<file path="src/rtl/dma_chan_errirq.sv">
module dma_chan_errirq #(
  parameter int AW = 32
) (
  input  logic          clk,
  input  logic          rst_n,
  input  logic          ch_en,
  input  logic [1:0]    xfer_width,
  input  logic          sg_mode,
  input  logic          irq_en,
  input  logic          tc_en,
  input  logic          q_tc,
  input  logic          q_eot,
  input  logic          q_err,
  input  logic [AW-1:0] src_addr,
  input  logic [AW-1:0] dst_addr,
  input  logic [AW-1:0] desc_addr,
  input  logic          pair_active,
  input  logic          pair_done,
  input  logic          slv_err,
  input  logic          bus_tmo,
  input  logic          tc_evt,
  input  logic          eot_evt,
  input  logic          clr_wr,
  input  logic [2:0]    clr_mask,
  output logic          busy,
  output logic          st_tc,
  output logic          st_eot,
  output logic          st_err,
  output logic          irq
);
  logic       en_q, slv_pend;
  logic [2:0] wmask;
  logic       en_rise, misalign, slv_report, fault;

  always_comb begin
    case (xfer_width)
      2'd0:    wmask = 3'b000;
      2'd1:    wmask = 3'b001;
      2'd2:    wmask = 3'b011;
      default: wmask = 3'b111;
    endcase
  end

  assign en_rise    = ch_en & ~en_q;
  assign misalign   = (|(src_addr[2:0] & wmask)) | (|(dst_addr[2:0] & wmask))
                    | (sg_mode & (|desc_addr[1:0]));
  assign slv_report = (slv_err | slv_pend) & (~pair_active | pair_done);
  assign fault      = bus_tmo | slv_report | (en_rise & misalign);

  always_ff @(posedge clk or negedge rst_n) begin
    if (!rst_n) begin
      en_q     <= 1'b0;
      slv_pend <= 1'b0;
      busy     <= 1'b0;
    end else begin
      en_q     <= ch_en;
      slv_pend <= (slv_err | slv_pend) & ~slv_report;
      if (fault || !ch_en) busy <= 1'b0;
      else if (en_rise)    busy <= 1'b1;
    end
  end

  always_ff @(posedge clk or negedge rst_n) begin
    if (!rst_n) begin
      st_tc  <= 1'b0;
      st_eot <= 1'b0;
      st_err <= 1'b0;
    end else begin
      st_tc  <= tc_evt  | (st_tc  & ~(clr_wr & clr_mask[0]));
      st_eot <= eot_evt | (st_eot & ~(clr_wr & clr_mask[1]));
      st_err <= fault   | (st_err & ~(clr_wr & clr_mask[2]));
    end
  end

  assign irq = irq_en & ( (tc_en & st_tc & (~sg_mode | q_tc))
                        | (st_eot & (~sg_mode | q_eot))
                        | (st_err & (~sg_mode | q_err)) );
endmodule

</file>
<file path="config.mk">
export PLATFORM = sky130hd
export DESIGN_NAME = dma_chan_errirq
export DESIGN_NICKNAME = d
export VERILOG_FILES = /design/src/rtl/dma_chan_errirq.sv
export SDC_FILE = /design/constraint.sdc
export NUM_CORES = 1
export LEC_CHECK = 0
export BUFFER_PORTS_ARGS = -buffer_cell sky130_fd_sc_hd__clkbuf_2
export CAP_MARGIN = 20
export CORE_MARGIN = 4
export CORE_UTILIZATION = 16
export DETAILED_ROUTE_END_ITERATION = 7
export PLACE_DENSITY_LB_ADDON = 0.3
export SYNTH_ARGS = -nofsm -noshare
export SYNTH_HDL_FRONTEND = slang
export SYNTH_SLANG_ARGS = --single-unit
export TNS_END_PERCENT = 20
</file>
<file path="constraint.sdc">
create_clock -name clk -period 2.25 [get_ports clk]
set_clock_uncertainty 0.1 [all_clocks]
set_input_delay 0.45 -clock clk [delete_from_list [all_inputs] [get_ports clk]]
set_output_delay 0.45 -clock clk [all_outputs]
set_load 0.01 [all_outputs]
</file>
# [Yosys cells after proc, flatten, opt, wreduce, memory -nomap -nowiden]
# Index checks and enable logic that the tools add are counted.
[word_totals] reg_bits=6 in_bits=117 out_inout_bits=5 word_cells=57
[classes] n_eq_ne=2 mux=3 bitwise=39 n_reduce_logical=7
[ops] cell="AND 1 bit" count=16
[ops] cell="OR 1 bit" count=14
[ops] cell="one-hot mux 3 bit (3 select lines)" count=1
[ops] cell="NOT 1 bit" count=7
[ops] cell="AND 3 bit" count=2
[ops] cell="OR reduction 3 bit" count=2
[ops] cell="== test 2 x 1 -> 1 bit, second input constant" count=1
[ops] cell="== test 2 bit, second input constant" count=1
[ops] cell="logical NOT 2 bit" count=1
[ops] cell="two-way mux 1 bit" count=2
[ops] cell="nonzero test 2 bit" count=1
[ops] cell="OR reduction 2 bit" count=1
[ops] cell="logical NOT 1 bit" count=1
[ops] cell="logical OR 1 bit" count=1

# [Longest topological paths before layout]
# Gate-level depths: netlist of run 1.
[logic_depth] ltp_word=10 mapped_depth=3 mapped_depth_nobuf=3

# [Worst setup path before layout of run 1]
# No wires, ideal clock.
[synth_path] path_type="input -> output" startpoint="in sg_mode" endpoint="out irq" t_arrival_ns=0.861 required_time_ns=1.700 slack_ns=0.839 path_stages=3 path_buffers=0 cell_sequence="inv_1 > o211ai_1 > a31oi_1"
[synth_via] elab_chain_cells=6 elab_cells_between_ends=10 classes_between="10 x bitwise"
[synth_rtl] item="start, declared" line="8" source="input logic sg_mode,"
[synth_rtl] item="NOT 1 bit (*)" line="75, 76, 77"
[synth_rtl] item="OR 1 bit, on equally long branches" line="75, 76"
[synth_rtl] item="AND 1 bit, on equally long branches" line="75, 76"
[synth_rtl] item="OR 1 bit" line="76" source="| (st_eot & (~sg_mode | q_eot))"
[synth_rtl] item="OR 1 bit (*)" line="77" source="| (st_err & (~sg_mode | q_err)) );"
[synth_rtl] item="AND 1 bit (*)" line="75" source="assign irq = irq_en & ( (tc_en & st_tc & (~sg_mode | q_tc))"
[synth_rtl] item="end, declared" line="29" source="output logic irq"
# Mark *: on every way between the ends. The rest lies on a longest branch, timed or not.

# [Final worst setup path of run 1]
# Ends and elaborated chain as after synthesis.

==> results, run 1 <==
- The largest stage delay on the critical path is 170 ps.
- The number of standard cells after synthesis is 32.
- The global routing usage on met3 is 0.0525.
- The cell count along the critical path is 5.
- The maximum number of pins on one net before global-route repair is 7.
- For this run, global-route usage on met2 was measured as 0.163.
- The run finished with clean final reports.
- The average size of a mapped cell is 9.31 um2.
- The wire length per cell is 11.3 um.
- The number of vias per cell is 4.10.
- The count of final max-slew check failures is 0.
- The critical path goes through clkbuf_2 > inv_1 > o211ai_1 > a31oi_1 > clkbuf_2.
- The worst hold path class is input port to flip-flop.
- Internal power comes to 0.203 mW.
- From left edge to right edge, the die measures 51.1 um.
- Of the total power, the share spent switching nets is 0.236.
- The timing startpoint of the critical path is sg_mode.
- For the finished layout, the period the worst path requires is 1570 ps.
- The total power draw is 0.266 mW.
- In this run the most used layer during global routing was met2.
- The destination of the worst register-to-register timing path is st_err.
- The worst-case IR drop observed on VDD is 0.153 mV.
- The critical path in this run is classified as input port to output pin.
- The leakage power total is 0.277 nW.
- For this run the aggregate overflow at the end of global routing stands at 0.
- The core outline area is 1750 um2.
- The detailed-placement wirelength estimate is 990 um.
- The final core utilization is 0.302.
- The count of nets left with antenna violations once routing finished came out at 0.
- The launch point of the worst reg-to-reg path is slv_pend.
- The count of nets after finishing is 188.
- 122 I/O pins were placed.
- Adding up every negative setup slack in the final design gives 0 ps.
- For this design, the slowest cell found on the critical path is a31oi_1.
- The placement row count is 15.
- In the finished design, the share of the clock period the worst path needs comes to 0.698.
- In this run the cell area of the synthesized design comes to 298 um2.
- The number of vias in the routed layout is 385.
- The number of buffer and inverter stages on the critical path is 3.
- The total of warnings raised by yosys is 0.
- The share of total power dissipated in sequential elements is 0.438.
- Setup repair after global routing left no endpoint under its margin.
- The post-cts resize count is 0.
- The area added between synthesis and finish is 76.9%.
- The kind of cell with the highest combined delay on the critical path is buffers and inverters.
- After detailed placement, the total cell area comes to 494 um2.
- At the pin with the least slew margin, the transition time is 226 ps.
- The clock reaches the later pin of the worst-skew pair after 240 ps.
- The initial standard-cell utilization of the core is 0.171.
- The die is 51.1 um tall.
- The number of buffers added for setup after CTS is 0.
- The via count of the first global-routing pass is 370.
- The reported net switching power is 0.0628 mW.
- In the global route stage, met1 resource usage came out at 0.0553.
- The TritonCTS buffer count is 3.
- The root cell of the clock tree is clkbuf_4.
- The post-synthesis sequential element count is 6.
- In the final layout, the share of cells above drive strength 1 is 0.522.
- The post-detailed-routing wire length is 1.07 mm.
- After detailed routing, the number of remaining DRC violations is 0.
- The number of distinct standard cells referenced by the synthesized netlist is 13.
- The maximum fanout along the worst path is 3.
- The net count of the mapped netlist is 149.
- Setup violations remaining at the end of the flow were counted as 0.
- Yosys attributes the largest share of cell area to dfrtp_1 50%, o21ai_0 8.4%, o211ai_1 7.6%.
- The worst endpoint required time is 1700 ps.
- The repair_antennas step left the layout with diodes totalling 0.
- After routing the design area is 527 um2.
- After clock tree synthesis, the clock-pin slew on the worst setup and hold paths is 40 ps.
- Setup slack on the worst reg-to-reg path comes out at 1100 ps.
- The total iterations of the first detailed-routing run is 2.
- The maximum clock rate is 0.637 GHz.
- The first global-routing pass estimated 1.40 mm of wire.
- TritonCTS built the clock tree.
- The longest clock path from root to sink contains 2 buffers.
- The congestion estimate from routability-driven global placement came to 0.730.
- The power density normalized to cell area is 505 nW/um2.
- The die covers 2620 um2.
- Max-cap violations in this run came to 0.
- For this design, the sink count on the clock tree is 6.
- The number of cells on the worst reg-to-reg path is 3.
- The proportion of netlist area held by the largest area contributor is 0.504.
- Summed over all instances, the cell type with the most area after synthesis is dfrtp_1.
- The sort of element at the end of the critical path is an output pin.
- In the global route stage, overall resource usage came out at 0.0783.
- CTS built an H-tree with a depth of 1.
- The capturing element of the worst setup path is irq.
- The worst pin sits at a relative slew slack of 0.848.
- The relative contribution of the clock network to total power is 0.362.
- The hold violation total from the final report is 0.
- The logic gate share of total power is 0.200.
- The category of the worst setup path launch point is an input port.
- The iteration-0 DRC count of the detailed router is 4.
- For the worst setup path, the data arrival time is 1020 ps.
- The number of input and output port buffers inserted is 33.
- The dominant cell type by count on the critical path is clkbuf_2.
- The proportion of synthesized chip area in sequential cells is 0.504.
- The number of antenna violations at the first check in global routing is 0.
## metrics by stage
stage	setup slack (ps)	instances	hold WS, ps
floorplan	839	32	54.4
global placement	674	90	187
detailed placement	671	90	192
CTS	661	94	243
global route	562	94	242
finish	680	94	248
## cells by family after synthesis
group	after synthesis	synth area share
buffers and inverters	3	0.0378
DFF	6	0.504
AOI/OAI and AO/OA	14	0.307
and+or+nand+nor	9	0.151
## synthesized netlist by cell type
cell type / instances
nor2_1: 1
nand2_1: 3
nand4_1: 1
o21ai_0: 5
nor2b_1: 3
o211ai_1: 3
o22ai_1: 2
dfrtp_1: 6
nand3_1: 1
a221o_1: 1
inv_1: 3
a31oi_1: 1
a21o_1: 2
## what timing repair did
action / in CTS / in global routing
hold buffers: 1 / 0
endpoints found under the setup margin: 0 / 0
endpoints found under the hold margin: 6 / 0
## worst min path at each step
stage / from / to / slack [ps] / cells past startpoint
finish: ch_en / en_q / 250 / 1
global route: ch_en / en_q / 240 / 1
CTS: ch_en / en_q / 240 / 1
detailed placement: rst_n / st_err / 190 / 1
global placement: rst_n / st_err / 190 / 1
floorplan: rst_n / busy / 50 / 0
## final cells by class
type                       instances  area, um2
fill                             195       1220
timing repair buffer              34        175
sequential                         6        150
multi-input combinational         23        136
tap                               25       31.3
clock buffer                       3       22.5
inverter                           3       11.3
## cell usage in the layout (no fill, tap or decap), types with 2 or more instances in the layout
cell type	instances
o22ai_1	2
a21o_1	2
dfrtp_1	6
clkbuf_2	33
inv_1	3
nand2_1	3
o211ai_1	3
clkbuf_4	3
nor2b_1	3
o21ai_0	5
## power groups by stage
| stage | logic, mW | clock network [mW] | registers [mW] |
|---|---|---|---|
| floorplan | 0.0164 | 0 | 0.119 |
| global placement | 0.0523 | 0 | 0.118 |
| detailed placement | 0.0530 | 0 | 0.118 |
| CTS | 0.0546 | 0.100 | 0.117 |
| global route | 0.0600 | 0.103 | 0.117 |
| finish | 0.0533 | 0.0962 | 0.117 |
## flip-flops by register name, summed over array words and instances (netlist names)
signal and flops:
en_q 1, st_eot 1, busy 1, st_tc 1
st_err 1, slv_pend 1
## metal layers
metal | vias to the layer above | part of all wire
li1 | 194 | -
met1 | 173 | 0.31
met2 | 18 | 0.58
met3 | 0 | 0.11
met4 | 0 | 0
met5 | - | 0
## worst reg2reg max path, stage by stage (launching register included)
cell     delay, ps
dfrtp_1        360
nor2_1         170
o21ai_0        140
a221o_1        270
Power figures use the tool's default switching activity.
==> inputs of run 2 (changes only) <==
CORE_UTILIZATION = 15   (was 16)
clock period = 1.5 ns   (was 2.25 ns; I/O delays follow)
==> results, run 2 (synthesis gave the netlist of run 1 again) <==
- The flow ran to the end, and the final reports show no timing, DRC or antenna violations.
- The number of cells on the worst reg-to-reg path is 3 (unchanged).
- The path class of the tightest hold or removal check is input port to flip-flop.
- The largest stage delay on the critical path is 380 ps (+210 ps).
- The number of nets with antenna violations after routing was 0 (unchanged).
- The number of vias in the routed layout is 381 (-1.0%).
- The critical path start-end classification is flip-flop to output pin.
- The fraction of layout cells with a size suffix above 1 is 0.522 (unchanged).
- The number of primary I/O pins is 122 (unchanged).
- The number of vias per cell is 4.05 (-1.0%).
- The cell depth of the worst hold path came to 1 (unchanged).
- The switching power share of the total came to 0.244 (+0.00794).
- The post-detailed-routing wire length came to 1.07 mm (about the same).
- The number of antenna violations at the first check in global routing is 0 (unchanged).
- The maximum vdd drop is 0.363 mV (+140%).
- Traced cell by cell, the critical path runs through o21ai_0 > a31oi_1 > clkbuf_2.
- The total instance count after detailed placement is 90 (unchanged).
- For the finished layout, the period the worst path requires is 1430 ps.
- The wire length of the first global-routing pass came to 1.48 mm (+5.4%).
- The relative contribution of the clock network to total power is 0.371 (+0.009).
- TritonCTS built the clock tree.
- The accumulated negative setup slack is 0 ps (unchanged).
- The TritonCTS buffer count is 3 (unchanged).
- The leakage power total is 0.277 nW (unchanged).
- The post-route DRC violation count is 0 (unchanged).
- The die outline width was 52.6 um (+2.8%).
- The number of setup violations in the final report is 0 (unchanged).
- The logic gate share of total power is 0.197 (-0.003).
- The area occupied by multi-input gates is 136 um2 (unchanged).
- The maximum number of pins on one net before global-route repair came to 7 (unchanged).
- The worst endpoint required time is 1100 ps (-600 ps).
- The total clock sinks came to 6 (unchanged).
- The post-route non-filler standard cell count was 94 (unchanged).
- The total of max-cap violations is 0 (unchanged).
- The clock latency on the worst-skew pair is 240 ps (about the same).
- The iteration-0 DRC count of the detailed router came to 4 (unchanged).
- The area added between synthesis and finish is 76.9% (unchanged).
- The via count of the first global-routing pass was 370 (unchanged).
- The worst-case headroom to the max-slew limit is 0.831 (-0.0166).
- The cell-internal power is 0.305 mW (+50%).
- The count of H-tree levels built during CTS was 1 (unchanged).
- The post-route fraction of the period consumed by the critical path is 0.954.
- The weighted congestion reported at the end of routability-driven placement is 0.637 (-13%).
- Timing would allow up to 0.699 GHz.
- STA classifies the critical path startpoint as a flip-flop.
- The transition time at the pin with the least slew margin was 251 ps (+24.6 ps).
- The wire length per cell is 11.3 um (about the same).
- The placement row count is 15 (unchanged).
- The post-cts resize count was 0 (unchanged).
- The detailed-placement wirelength estimate is 930 um (-6.0%).
- The overall die height is 52.6 um (+2.8%).
- The maximum clock insertion buffer count is 2 (unchanged).
- The worst hold margin was 97.1 ps (-151 ps).
- In this design, the largest share of critical-path delay is due to flip-flops.
- STA classifies the critical path endpoint as an output pin.
- The number of diodes added for antenna fixing is 0 (unchanged).
- The master of the slowest instance on the critical path is dfrtp_1.
- The number of input and output port buffers inserted was 33 (unchanged).
- The number of buffers added for setup after CTS came to 0 (unchanged).
- Setup repair after global routing left no endpoint under its margin.
- The count of hold buffers inserted by post-cts repair is 1 (unchanged).
- The initial standard-cell utilization of the core is 0.165 (-0.00533).
- The count of final max-slew check failures is 0 (unchanged).
- The final core utilization is 0.292 (-0.00943).
- The clock slew seen by the registers of the worst setup and hold paths is 40 ps (about the same).
- The cell count along the critical path is 3 (-2).
- The root cell of the clock tree is clkbuf_4.
- The number of buffer and inverter stages on the critical path was 1 (-2).
- The core outline area was 1800 um2 (+3.2%).
- The power density normalized to cell area is 766 nW/um2 (+52%).
- The overall die area is 2760 um2 (+5.6%).
- The fraction of power consumed by sequential logic is 0.433 (-0.005).
- The total global routing track utilization was 0.0797 (+0.00145).
- The total iterations of the first detailed-routing run is 2 (unchanged).
- The hold violation total from the final report is 0 (unchanged).
- The library cells used most frequently in the layout, excluding fill and tap cells, are 33 x clkbuf_2, 6 x dfrtp_1, 5 x o21ai_0.
- The sequential standard cell area is 150 um2 (unchanged).
- The reported net switching power came to 0.0984 mW (+57%).
- The maximum fanout along the worst path is 3 (unchanged).
- The count of filler cells inserted in the layout is 205 (+5.1%).
- The library cell used most frequently in the layout, excluding fill and tap cells, is clkbuf_2.
- The count of nets after finishing is 188 (unchanged).
- The arrival time of data at the critical path endpoint is 1030 ps (about the same).
- The sum of overflow across all layers after global routing is 0 (unchanged).
[run 2: final timing paths]
path | start | end | slack, ps
min reg2reg | st_eot | st_eot | 400
max in group asynchronous | rst_n | en_q | 810
min in group asynchronous | rst_n | st_eot | 330
min | ch_en | en_q | 100
max | st_err | irq | 70
max reg2reg | slv_pend | st_err | 350
[run 2: worst register-to-register path, delay by kind of cell (launching register included)]
family             cells  cell delay (ps)
DFF                    1              360
and+or+nand+nor        1              160
AOI/OAI and AO/OA      2              420
[run 2: metal layers]
| layer | up-vias | GRT usage | share of wire |
|---|---|---|---|
| li1 | 192 | - | - |
| met1 | 159 | 0.0843 | 0.43 |
| met2 | 30 | 0.110 | 0.35 |
| met3 | 0 | 0.0940 | 0.22 |
| met4 | 0 | 0 | 0 |
| met5 | - | 0 | 0 |
[run 2: power by group through the flow]
stage	clock network, mW	logic, mW	registers, mW
finish	0.150	0.0794	0.175
global route	0.171	0.0886	0.176
CTS	0.158	0.0810	0.175
detailed placement	0	0.0786	0.177
global placement	0	0.0768	0.177
floorplan	0	0.0245	0.179
[run 2: metrics by stage]
step / instance area [um2] / total power, mW / setup WS (ps)
global placement: 494 / 0.254 / 188
floorplan: 298 / 0.203 / 352
detailed placement: 494 / 0.256 / 203
finish: 527 / 0.404 / 69.3
CTS: 527 / 0.414 / 58.6
global route: 527 / 0.435 / 8.04
[run 2: cell type report]
type,instances,share of cell area
multi-input combinational,23,0.259
sequential,6,0.285
clock buffer,3,0.0428
timing repair buffer,34,0.333
inverter,3,0.0214
tap,25,0.0594
==> inputs of run 3 (changes only) <==
CORE_MARGIN = 5   (was 4)
==> results, run 3 (synthesis gave the netlist of run 1 again) <==
- The accumulated negative setup slack is 0 ps (unchanged).
- The post-cts resize count was 0 (unchanged).
- The placement row count is 16 (+1).
- The number of vias in the routed layout was 391 (+2.6%).
- The core outline area is 1920 um2 (+6.7%).
- The initial standard-cell utilization of the core is 0.155 (-0.0103).
- The number of diodes added for antenna fixing is 0 (unchanged).
- The relative contribution of the clock network to total power is 0.366 (-0.005).
- The sequential standard cell area came to 150 um2 (unchanged).
- The total iterations of the first detailed-routing run is 1 (-1).
- The number of primary I/O pins came to 122 (unchanged).
- The overall die height was 54.6 um (+3.8%).
- The library cell used most frequently in the layout, excluding fill and tap cells, is clkbuf_2.
- The clock slew seen by the registers of the worst setup and hold paths is 40 ps (about the same).
- The number of nets with antenna violations after routing is 0 (unchanged).
- STA classifies the critical path startpoint as a flip-flop.
- The path with the worst hold slack has its endpoint at en_q.
- The leakage power total is 0.281 nW (+1.5%).
- The clock latency on the worst-skew pair was 240 ps (about the same).
- The total instance count after detailed placement is 92 (+2.2%).
- The destination of the worst register-to-register timing path is st_err.
- The sum of routed wire segments on met1 is 388 um (-15%).
- The switching power share of the total came to 0.239 (-0.00497).
- Setup repair after global routing left no endpoint under its margin.
- The number of antenna violations at the first check in global routing is 0 (unchanged).
- The arrival time of data at the critical path endpoint is 1010 ps (-20 ps).
- The flow ran to the end, and the final reports show no timing, DRC or antenna violations.
- The die outline width came to 54.6 um (+3.8%).
- The count of nets after finishing came to 189 (+0.53%).
- The maximum number of pins on one net before global-route repair is 7 (unchanged).
- The worst-case headroom to the max-slew limit is 0.840 (+0.00847).
- The number of cells on the worst reg-to-reg path is 3 (unchanged).
- The worst hold margin is 98.5 ps (+1.38 ps).
- The total power draw was 0.403 mW (-0.27%).
- The reported net switching power is 0.0962 mW (-2.3%).
- The number of setup violations in the final report is 0 (unchanged).
- The slack of the critical path was 88.4 ps (+19.1 ps).
- The overall die area is 2980 um2 (+7.8%).
- The master of the slowest instance on the critical path is dfrtp_1.
- The weighted congestion reported at the end of routability-driven placement was 0.607 (-4.7%).
- The total global routing track utilization is 0.0746 (-0.00516).
- The post-route fraction of the period consumed by the critical path is 0.941 (-0.0127).
- The via count of the first global-routing pass is 344 (-7.0%).
- The top cell types in the final layout, fill and taps aside, are 33 x clkbuf_2, 6 x dfrtp_1, 5 x o21ai_0.
- The wire length per cell is 11.0 um (-2.9%).
- The final period demand of the worst path is 1410 ps (-19.1 ps).
- The minimum setup slack among reg-to-reg paths is 340 ps (about the same).
- The fraction of power consumed by sequential logic is 0.432 (about the same).
- The tightest min-delay check is of the input port to flip-flop type.
- The total clock sinks is 6 (unchanged).
- The area occupied by multi-input gates is 136 um2 (unchanged).
- The total of max-cap violations came to 0 (unchanged).
- The number of input and output port buffers inserted was 33 (unchanged).
- The detailed-placement wirelength estimate is 922 um (-0.85%).
- The maximum fanout along the worst path is 3 (unchanged).
- The fraction of layout cells with a size suffix above 1 is 0.529 (+0.00683).
- The logic gate share of total power is 0.202 (+0.005).
- The pre-CTS setup slack was 188 ps (-15.1 ps).
- The maximum clock rate is 0.708 GHz (+1.4%).
- The post-route non-filler standard cell count is 97 (+3.2%).
- The post-route DRC violation count was 0 (unchanged).
- The hold violation total from the final report is 0 (unchanged).
- The final core utilization is 0.279 (-0.0131).
- The critical path start-end classification is flip-flop to output pin.
- The amount of wire on met2 after detailed routing was 425 um (+14%).
- The sort of element at the end of the critical path is an output pin.
- The count of final max-slew check failures is 0 (unchanged).
- The TritonCTS buffer count is 3 (unchanged).
- The maximum clock insertion buffer count is 2 (unchanged).
- The count of H-tree levels built during CTS was 1 (unchanged).
- The startpoint identified for the worst register-to-register timing path is slv_pend.
- After detailed routing, no signal wire sits above met4.
- Relative to the synthesized area, the layout overhead comes to 80.3%.
- The wire length of the first global-routing pass is 1.41 mm (-4.7%).
- The cell depth of the worst hold path is 1 (unchanged).
- The routed length on met3 is 245 um (+5.2%).
- The post-detailed-routing wire length was 1.07 mm (+0.19%).
- The largest stage delay on the critical path was 360 ps (-20 ps).
- The power density normalized to cell area is 750 nW/um2 (-2.1%).
- Walking the worst path, the cells encountered are o211ai_1 > a31oi_1 > clkbuf_2.
- The iteration-0 DRC count of the detailed router is 0 (-4).
- The source of the worst hold timing path is ch_en.
- The count of filler cells inserted in the layout is 224 (+9.3%).
- The instance area after placement is 497 um2 (+0.51%).
- The worst endpoint required time is 1100 ps (about the same).
- The maximum vdd drop is 0.435 mV (+20%).
- The sum of overflow across all layers after global routing is 0 (unchanged).
- The cell-internal power is 0.306 mW (+0.38%).
- TritonCTS built the clock tree.
- The number of vias per cell is 4.03 (-0.55%).
- The post-route standard cell area excluding fillers is 537 um2 (+1.9%).
- The cell sitting at the root of the clock tree is a clkbuf_4.
- The transition time at the pin with the least slew margin is 238 ps (-12.6 ps).
-- run 3: worst max-delay path by stage --
stage               endpoint  cells after the start  slack [ps]         start
global placement      st_err                      4         190  desc_addr[1]
detailed placement    st_err                      4         190  desc_addr[1]
global route             irq                      3          10         st_tc
CTS                      irq                      3          50        st_err
floorplan                irq                      2         350         st_tc
finish                   irq                      3          90         st_tc
-- run 3: critical path, delay by kind of cell (launching register included) --
| family | cells | cell delay, ps |
|---|---|---|
| flip-flops | 1 | 360 |
| AO/OA/AOI/OAI | 2 | 250 |
| buffers and inverters | 1 | 150 |
-- run 3: what timing repair did --
item,CTS,global route
setup buffers,0,1
setup endpoints to repair,0,1
hold endpoints to repair,6,0
hold buffers,1,0
-- run 3: power groups by stage --
| stage | registers [mW] | clock network (mW) | logic (mW) |
|---|---|---|---|
| 2_1_floorplan | 0.179 | 0 | 0.0245 |
| 3_3_place_gp | 0.177 | 0 | 0.0774 |
| 3_5_place_dp | 0.177 | 0 | 0.0782 |
| 4_1_cts | 0.175 | 0.154 | 0.0808 |
| 5_1_grt | 0.175 | 0.171 | 0.0910 |
| 6_report | 0.174 | 0.147 | 0.0814 |
-- run 3: final cells by class --
class | count | share of cell area
repair buffers | 35 | 0.340
well taps | 27 | 0.0629
inverters | 3 | 0.0210
flip-flops and latches | 6 | 0.280
multi-input cells | 23 | 0.254
clock buffers | 3 | 0.0420
-- run 3: per-layer routing --
layer / global-route usage / up-vias
met5: 0 / -
met4: 0.0249 / 0
met3: 0.0899 / 2
met2: 0.0976 / 27
met1: 0.0719 / 166
li1: - / 196
